<file path="config.mk">
export PLATFORM = sky130hd
export DESIGN_NAME = abus_cycle_ctrl
export DESIGN_NICKNAME = d
export VERILOG_FILES = /design/src/rtl/abus_cycle_ctrl.sv
export SDC_FILE = /design/constraint.sdc
export NUM_CORES = 1
export LEC_CHECK = 0
export BUFFER_PORTS_ARGS = -buffer_cell sky130_fd_sc_hd__buf_2
export CAP_MARGIN = 20
export CORE_MARGIN = 3
export CORE_UTILIZATION = 51
export DETAILED_ROUTE_END_ITERATION = 10
export PLACE_DENSITY = 0.86
export SLEW_MARGIN = 20
export SYNTH_ARGS = -nofsm -noshare
export SYNTH_HDL_FRONTEND = slang
export SYNTH_SLANG_ARGS = --single-unit
</file>
<file path="constraint.sdc">
create_clock -name clk -period 3.4 [get_ports clk]
set_clock_uncertainty 0.2 [all_clocks]
set_input_delay 0.17 -clock clk [delete_from_list [all_inputs] [get_ports clk]]
set_output_delay 0.17 -clock clk [all_outputs]
set_load 0.005 [all_outputs]
</file>
<file path="src/rtl/abus_cycle_ctrl.sv">
module abus_cycle_ctrl #(
  parameter int ADDR_W = 16,
  parameter int DATA_W = 8
) (
  input  logic                     clk,
  input  logic                     rst_n,
  input  logic                     req_valid,
  input  logic [2:0]               req_kind,
  input  logic [ADDR_W-1:0]        req_addr,
  input  logic [DATA_W-1:0]        req_wdata,
  output logic                     req_ready,
  output logic                     done,
  output logic [DATA_W-1:0]        rdata,
  input  logic                     ready_in,
  input  logic                     hold_req,
  output logic                     hold_ack,
  output logic                     bus_oe,
  output logic [ADDR_W-DATA_W-1:0] addr_hi,
  output logic [DATA_W-1:0]        ad_out,
  output logic                     ad_oe,
  input  logic [DATA_W-1:0]        ad_in,
  output logic                     ale,
  output logic                     io_sel,
  output logic [1:0]               stat,
  output logic                     rd_n,
  output logic                     wr_n
);
  localparam int HI_W = ADDR_W - DATA_W;

  typedef enum logic [2:0] {
    S_IDLE = 3'd0, S_T1 = 3'd1, S_T2 = 3'd2, S_TW = 3'd3, S_T3 = 3'd4, S_HOLD = 3'd5
  } phase_t;

  phase_t            state_q;
  logic [2:0]        kind_q;
  logic [ADDR_W-1:0] addr_q;
  logic [DATA_W-1:0] wdata_q;
  logic              done_q;
  logic [DATA_W-1:0] rdata_q;

  logic k_read, k_write, k_io, k_fetch, in_data;

  assign k_fetch = (kind_q == 3'd1);
  assign k_read  = (kind_q == 3'd1) || (kind_q == 3'd2) || (kind_q == 3'd4);
  assign k_write = (kind_q == 3'd3) || (kind_q == 3'd5);
  assign k_io    = (kind_q == 3'd4) || (kind_q == 3'd5);
  assign in_data = (state_q == S_T2) || (state_q == S_TW) || (state_q == S_T3);

  assign req_ready = (state_q == S_IDLE) && !hold_req;
  assign hold_ack  = (state_q == S_HOLD);
  assign bus_oe    = !hold_ack;
  assign ale       = (state_q == S_T1);
  assign ad_oe     = ale || (in_data && k_write);
  assign ad_out    = ale ? addr_q[DATA_W-1:0] : wdata_q;
  assign addr_hi   = addr_q[ADDR_W-1 -: HI_W];
  assign io_sel    = k_io;
  assign stat      = k_write ? 2'b01 : k_fetch ? 2'b11 : k_read ? 2'b10 : 2'b00;
  assign rd_n      = !(in_data && k_read);
  assign wr_n      = !(in_data && k_write);
  assign done      = done_q;
  assign rdata     = rdata_q;

  always_ff @(posedge clk) begin
    if (!rst_n) begin
      state_q <= S_IDLE;
      kind_q  <= 3'd0;
      addr_q  <= '0;
      wdata_q <= '0;
      done_q  <= 1'b0;
      rdata_q <= '0;
    end else begin
      done_q <= (state_q == S_T3);
      case (state_q)
        S_IDLE: begin
          if (hold_req) state_q <= S_HOLD;
          else if (req_valid) begin
            state_q <= S_T1;
            kind_q  <= req_kind;
            addr_q  <= req_addr;
            wdata_q <= req_wdata;
          end
        end
        S_T1:    state_q <= S_T2;
        S_T2,
        S_TW:    state_q <= ready_in ? S_T3 : S_TW;
        S_T3: begin
          if (k_read) rdata_q <= ad_in;
          state_q <= hold_req ? S_HOLD : S_IDLE;
        end
        S_HOLD:  if (!hold_req) state_q <= S_IDLE;
        default: state_q <= S_IDLE;
      endcase
    end
  end
endmodule

</file>
# --- Word-level counts from Yosys, hierarchy flattened ---
# Index checks and enable logic that the tools add are counted.
classes:
  bitwise_logic: 1
  reduce_logical: 19
  n_eq_ne: 12
  mux: 10
op_table:
  columns: ["op", "n"]
  rows:
  - ["3-bit 2-to-1 mux", 5]
  - ["3-bit one-hot mux with 5 select lines", 1]
  - ["3-bit by 2-bit == test with 1-bit output (second input constant)", 4]
  - ["3-bit == test (second input constant)", 4]
  - ["8-bit 2-to-1 mux", 1]
  - ["1-bit logical OR", 7]
  - ["3-bit by 1-bit == test with 1-bit output (second input constant)", 2]
  - ["2-bit 2-to-1 mux", 3]
  - ["1-bit logical NOT", 4]
  - ["2-bit AND reduction", 2]
  - ["1-bit logical AND", 3]
  - ["3-bit logical NOT", 1]
  - ["3-bit inequality test (second input constant)", 1]
  - ["3-bit AND reduction", 1]
  - ["2-bit inequality test (second input constant)", 1]
  - ["2-bit OR reduction", 1]
  - ["1-bit inverter", 1]
totals:
  out_inout_bits: 35
  inputBits: 40
  ff_bits: 39
  word_cells: 48

# --- Longest topological paths before layout ---
# Gate-level depths: netlist of run 1.
logic_depth:
  depth_word: 6
  ltp_mapped: 6
  ltp_nobuf: 4

# --- Worst setup path after synthesis of run 1 ---
# Ideal clock, no wire load.
synth_timing:
  path_kind: "reg-to-reg"
  startpoint: "register state_q[1]"
  endpoint: "register addr_q[0]"
  setup_ns: 0.132
  slack_ns: 1.699
  period_less_slack_ns: 1.701
  arrival_ns: 1.368
  required_ns: 3.068
  path_stages_with_launch: 7
  n_path_buf: 3
  path_cell_list: "dfxtp_1 buf_6 or4_4 buf_6 buf_6 o21ai_1 a21oi_1"
synth_between:
  elab_chain_cells: 2
synth_lines:
  columns: ["item", "line", "text"]
  rows:
  - ["from (decl)", "34", "phase_t state_q;"]
  - ["from (signal assigned)", "85", "S_TW: state_q <= ready_in ? S_T3 : S_TW;"]
  - ["from (signal assigned)", "88", "state_q <= hold_req ? S_HOLD : S_IDLE;"]
  - ["3-bit logical NOT", "73", "case (state_q)"]
  - ["3-bit AND reduction (no line)", null, null]
  - ["to (signal assigned)", "79", "addr_q <= req_addr;"]
  - ["to (decl)", "36", "logic [ADDR_W-1:0] addr_q;"]
# Every way passes these cells.
# A chain may end at the register's enable or synchronous reset.

# --- Final worst setup path of run 1 ---
layout_timing:
  startpoint: "register state_q[0]"
  endpoint: "output ad_out[0]"
layout_between:
  elab_chain_cells: 2
layout_lines:
  columns: ["item", "line", "text"]
  rows:
  - ["3-bit by 1-bit == test with 1-bit output", "52", "assign ale = (state_q == S_T1);"]
  - ["8-bit 2-to-1 mux", "54", "assign ad_out = ale ? addr_q[DATA_W-1:0] : wdata_q;"]
  - ["to (decl)", "19", "output logic [DATA_W-1:0] ad_out,"]
# Every way passes these cells.

==> results of run 1 <==
-- cell type report --
cell class	count	area, um2
inverters	5	20.0
clock buffers	6	41.3
clock inverters	2	12.5
repair buffers	112	748
flip-flops and latches	39	781
well taps	44	55.1
fillers	237	721
multi-input cells	140	825
-- registers in the layout, indices dropped and copies added (netlist names) --
name and cells:
addr_q 16, done 1, kind_q 3, rdata 8, state_q 3, wdata_q 8
-- cell families (layout without fill, tap and decap cells) --
group                     count (synthesis)  in the layout
AOI/OAI and AO/OA                        67             67
and+or+nand+nor                          56             56
DFF                                      39             39
buffers and inverters                    30            125
muxes                                    16             16
xor gates and xnor gates                  1              1
-- synthesized netlist by cell type, drive strengths merged (2+ instances only) --
master and n:
o21ai 30, nor3b 2, a21oi 28, dfxtp 39, clkinv 2, mux2 8
nand3 27, nand2 17, clkbuf 6, buf 19, inv 3, mux2i 8
nand2b 3, nor2b 2
-- critical path: cells and delay by family, from the launching register on --
kind / cells / cell delay, ns
buf+inv: 2 / 0.24
flops: 1 / 0.40
mux: 1 / 0.42
simple gates: 1 / 0.67
-- per-layer routing --
metal  GRT usage  up-vias
met2       0.375       77
li1            -      915
met4       0.122        0
met5           0        -
met1       0.293      826
met3      0.0735       16
-- power by group --
group          leakage [nW]  internal, mW  switching, mW
sequential            0.317         0.498         0.0347
combinational         0.739         0.148          0.164
clock                0.0282        0.0799          0.151
-- worst max path at each step --
stage | from | to | slack (ns) | cells past startpoint
after CTS | state_q[0]$_SDFFE_PN0P_ | ad_out[4] | 0.99 | 4
after global placement | state_q[0]$_SDFFE_PN0P_ | ad_out[0] | 1.42 | 4
after floorplan | state_q[0]$_SDFFE_PN0P_ | ad_out[0] | 1.70 | 3
final | state_q[0]$_SDFFE_PN0P_ | ad_out[0] | 0.96 | 4
after global routing | state_q[0]$_SDFFE_PN0P_ | ad_out[7] | 0.89 | 4
after detailed placement | state_q[0]$_SDFFE_PN0P_ | ad_out[4] | 1.37 | 4
-- cell usage in the layout (no fill, tap or decap), types with 2 or more instances in the layout --
cell type	n
a21oi_1	28
nor3b_1	2
nand2_1	17
mux2_2	8
buf_2	74
clkbuf_4	5
nor2b_1	2
dlygate4sd3_1	37
o21ai_1	20
o21ai_0	10
inv_1	3
nand2b_1	3
nand3_1	27
dfxtp_1	39
clkinv_2	2
mux2i_1	8
==> impl_metrics.tcl, run 1 <==
set metrics [dict create \
    required_ns 3.03 \
    ff2ff_setup_slack_ns 1.36 \
    hold_depth 3 \
    wl_met3_um 285 \
    overflow 0 \
    grt_usage 0.239 \
    rsz0062_at_grt "false" \
    ant_nets 0 \
    ys_top_cells_by_area "dfxtp_1 (43%), a21oi_1 (7.8%), nand3_1 (7.5%)" \
    cts.reportedPaths.clkPinSlew_ns 0.11 \
    placedCellCount 303 \
    die_x_um 65.4 \
    startpoint_type "register" \
    async_flop_share 0 \
    synth_top_area_frac 0.434 \
    r2r_cells 4 \
    hpwl_mm 2.76 \
    cts_hold_buffers 37 \
    placedInstanceArea_um2 2060 \
    drt-wirelength-per-cell_um 13.6 \
    final_max_slew_viol_count 0 \
    syn-cell-area_um2 1800 \
    antenna_found_initial 0 \
    routed-wl-met2_mm 2.42 \
    relSlewSlack 0.467 \
    fin_nets 343 \
    diodes 0 \
    endpoint_kind "output pin" \
    yosysSeqAreaShare 0.434 \
    syn_inst 209 \
    start_util 0.562 \
    wl_mm 4.74 \
    rr_startpoint "state_q[1]$_SDFFE_PN0P_" \
    drt-met1-wl_mm 1.85 \
    cts_tree "done" \
    ctsResizeCount 0 \
    drtIter0Drc 149 \
    grt_max_degree 31 \
    avgViaCountPerCell 5.27 \
    p_per_area_nw_per_um2 433 \
    syn-num-nets 249 \
    numCtsBuffers 5 \
    grt_pass1_vias 1665 \
    vias 1834 \
    synth-main-ff-cell "dfxtp_1" \
    cts.path.max_buffers 2 \
    layout_setup_ws_ns 0.960 \
    cap_violations 0 \
    setup_violations 0 \
    synthSimpleGateAreaFrac 0.157 \
    synthMuxAreaShare 0.0945 \
    crit_path_top_delay_cell "nor3_2" \
    synth_compound_area_frac 0.202 \
    synth.largest_area_cell "dfxtp_1" \
    leakage_nw 1.08 \
    synth_cell_types 33 \
    tightest_slew_ns 0.795 \
    synth_xor_xnor_area_share 0.00486 \
    worstSkewPairLatency_ns 0.35 \
    timing.fmax_mhz 410 \
    whs_ns 0.0221 \
    worstHoldEndpoint "rdata[2]$_SDFFE_PN0P_" \
    clock_sink_count 39 \
    drive_gt1_frac 0.309 \
    critical_path_arrival_ns 2.07 \
    pin_count 75 \
    die_area_um2 4280 \
    grt_pass1_wl_mm 7.88 \
    fin_cells 348 \
    clockRootBuffer "clkbuf_4" \
    finalCritPeriodShare 0.718 \
    routed.top_layer "met4" \
    drt-pass1-iter-count 4 \
    cts_setup_buffers 0 \
    fp-row-count 20 \
    yosysWarnings 0 \
    reg2reg_to "wdata_q[7]$_SDFFE_PN0P_" \
    die_h_um 65.4 \
    finalInstanceArea_um2 2480 \
    ys_seq_elements 39 \
    synth_enable_flop_cells 0 \
    cts_max_level 2 \
    vdd_drop_max_mv 0.289 \
    path_cells "inv_1 -> nor3_2 -> mux2_2 -> buf_2" \
    synth_top_family_by_area "compound AO/OA/AOI/OAI gates" \
    slowest_delay_ns 0.67 \
    hold_viol 0 \
    core_area_um2 3200 \
    post-route-util 0.775 \
    min_path_type "in -> reg" \
    worstHoldStart "rst_n" \
    min_period_ns 2.44 \
    avgSynthCellArea_um2 8.61 \
    finalPower_mw 1.08 \
    syn2layout_area_growth_pct 37.9 \
    io_buffers 74 \
    pre_cts_slack_ns 1.37 \
    drc 0 \
    crit_path_max_fanout 10 \
    path_class "reg -> out" \
    place_congestion 0.801 \
    setup_tns_ns 0 \
    yosys.area_share.adder 0 \
    status "complete, no violations" \
]
(Power assumes the default switching activity.)
==> run 2: changes to the inputs <==
CORE_UTILIZATION = 43   (was 51)
PLACE_DENSITY = 0.78   (was 0.86)
clock period = 2.2 ns   (was 3.4 ns; I/O delays follow)
==> impl_metrics.tcl, run 2 (synthesis results as in run 1) <==
set metrics [dict create \
    cts_max_level 2 \
    regMostFlops "addr_q" \
    finalCritPeriodShare 0.954 \
    hold_viol 0 \
    required_ns 1.89 \
    die_x_um 70.7 \
    cap_violations 0 \
    startpoint_type "register" \
    tightest_slew_ns 0.777 \
    multi_input_area_um2 825 \
    rsz0062_at_grt "false" \
    avgViaCountPerCell 5.14 \
    hpwl_mm 3.03 \
    setup_tns_ns 0 \
    leakage_nw 1.11 \
    p_per_area_nw_per_um2 704 \
    critical_path_arrival_ns 1.79 \
    cts_tree "done" \
    cts.path.max_buffers 2 \
    setup_violations 0 \
    cts_setup_buffers 0 \
    worstSkewPairLatency_ns 0.28 \
    timing.fmax_mhz 476 \
    drt-wirelength-per-cell_um 13.8 \
    vdd_drop_max_mv 0.411 \
    crit_path_max_fanout 28 \
    register_area_um2 781 \
    grt_pass1_wl_mm 7.63 \
    pin_count 75 \
    relSlewSlack 0.482 \
    vias 1819 \
    syn2layout_area_growth_pct 40.4 \
    min_period_ns 2.10 \
    core_area_um2 3850 \
    drc 0 \
    clockRootBuffer "clkbuf_8" \
    path_class "reg -> out" \
    fin_nets 345 \
    status "complete, no violations" \
    diodes 0 \
    drtIter0Drc 117 \
    wl_mm 4.87 \
    largest_reg_flops 16 \
    min_path_type "in -> reg" \
    die_h_um 70.7 \
    start_util 0.467 \
    final_cell_mix "buf_2 (74), dfxtp_1 (39), dlygate4sd3_1 (36)" \
    ant_nets 0 \
    post-route-util 0.656 \
    antenna_found_initial 0 \
    grt_max_degree 30 \
    fp-row-count 22 \
    drive_gt1_frac 0.314 \
    fillers 330 \
    grt_usage 0.191 \
    numCtsBuffers 5 \
    place_congestion 0.767 \
    drt-pass1-iter-count 4 \
    cts.reportedPaths.clkPinSlew_ns 0.07 \
    overflow 0 \
    die_area_um2 5000 \
    endpoint_kind "output pin" \
    final_max_slew_viol_count 0 \
    grt_pass1_vias 1710 \
    final_common_cell "buf_2" \
    clock_sink_count 39 \
    io_buffers 74 \
]
## run 2: layout make-up
type | count | share of cell area
clock buffer | 7 | 0.0302
inverter | 5 | 0.00841
tap | 48 | 0.0238
timing repair buffer | 114 | 0.301
sequential | 39 | 0.309
multi-input combinational | 140 | 0.326
clock inverter | 1 | 0.00198
## run 2: power breakdown
group	switching [mW]	internal (mW)	total, mW
clock	0.233	0.222	0.455
sequential	0.0534	0.770	0.823
combinational	0.260	0.242	0.501
## run 2: repair_timing
item                                    in CTS  in global routing
endpoints found under the hold margin       38                  0
resized for setup                            0                  1
endpoints found under the setup margin       0                  1
hold buffers                                36                  0
## run 2: final timing paths
check | slack [ns] | end | start | cells past startpoint
min | 0.02 | state_q[0]$_SDFFE_PN0P_ | hold_req | 4
max | 0.10 | req_ready | state_q[1]$_SDFFE_PN0P_ | 3
max reg2reg | 0.25 | rdata[3]$_SDFFE_PN0P_ | state_q[2]$_SDFFE_PN0P_ | 3
min reg2reg | 0.26 | rdata[2]$_SDFFE_PN0P_ | rdata[2]$_SDFFE_PN0P_ | 2
## run 2: stage by stage
step | std cells | cell area (um2) | setup WS, ns | total power [mW] | hold WS [ns]
after floorplan | 209 | 1800 | 0.499 | 1.18 | 0.0265
after global placement | 310 | 2090 | 0.325 | 1.27 | 0.158
after global routing | 354 | 2530 | 0.0245 | 1.88 | 0.0167
after detailed placement | 310 | 2090 | 0.256 | 1.28 | 0.159
after CTS | 354 | 2530 | 0.0591 | 1.78 | 0.0106
final | 354 | 2530 | 0.101 | 1.78 | 0.0178
## run 2: layer usage
layer	track usage	vias to the layer above	wire length [um]
li1	-	918	-
met1	0.221	815	1990
met2	0.318	68	2430
met3	0.0412	18	240
met4	0.119	0	202
met5	0	-	0
## run 2: critical path, stage by stage, from the launching register on
cell	delay, ns
dfxtp_1	0.40
or4_4	0.66
inv_4	0.27
buf_2	0.17
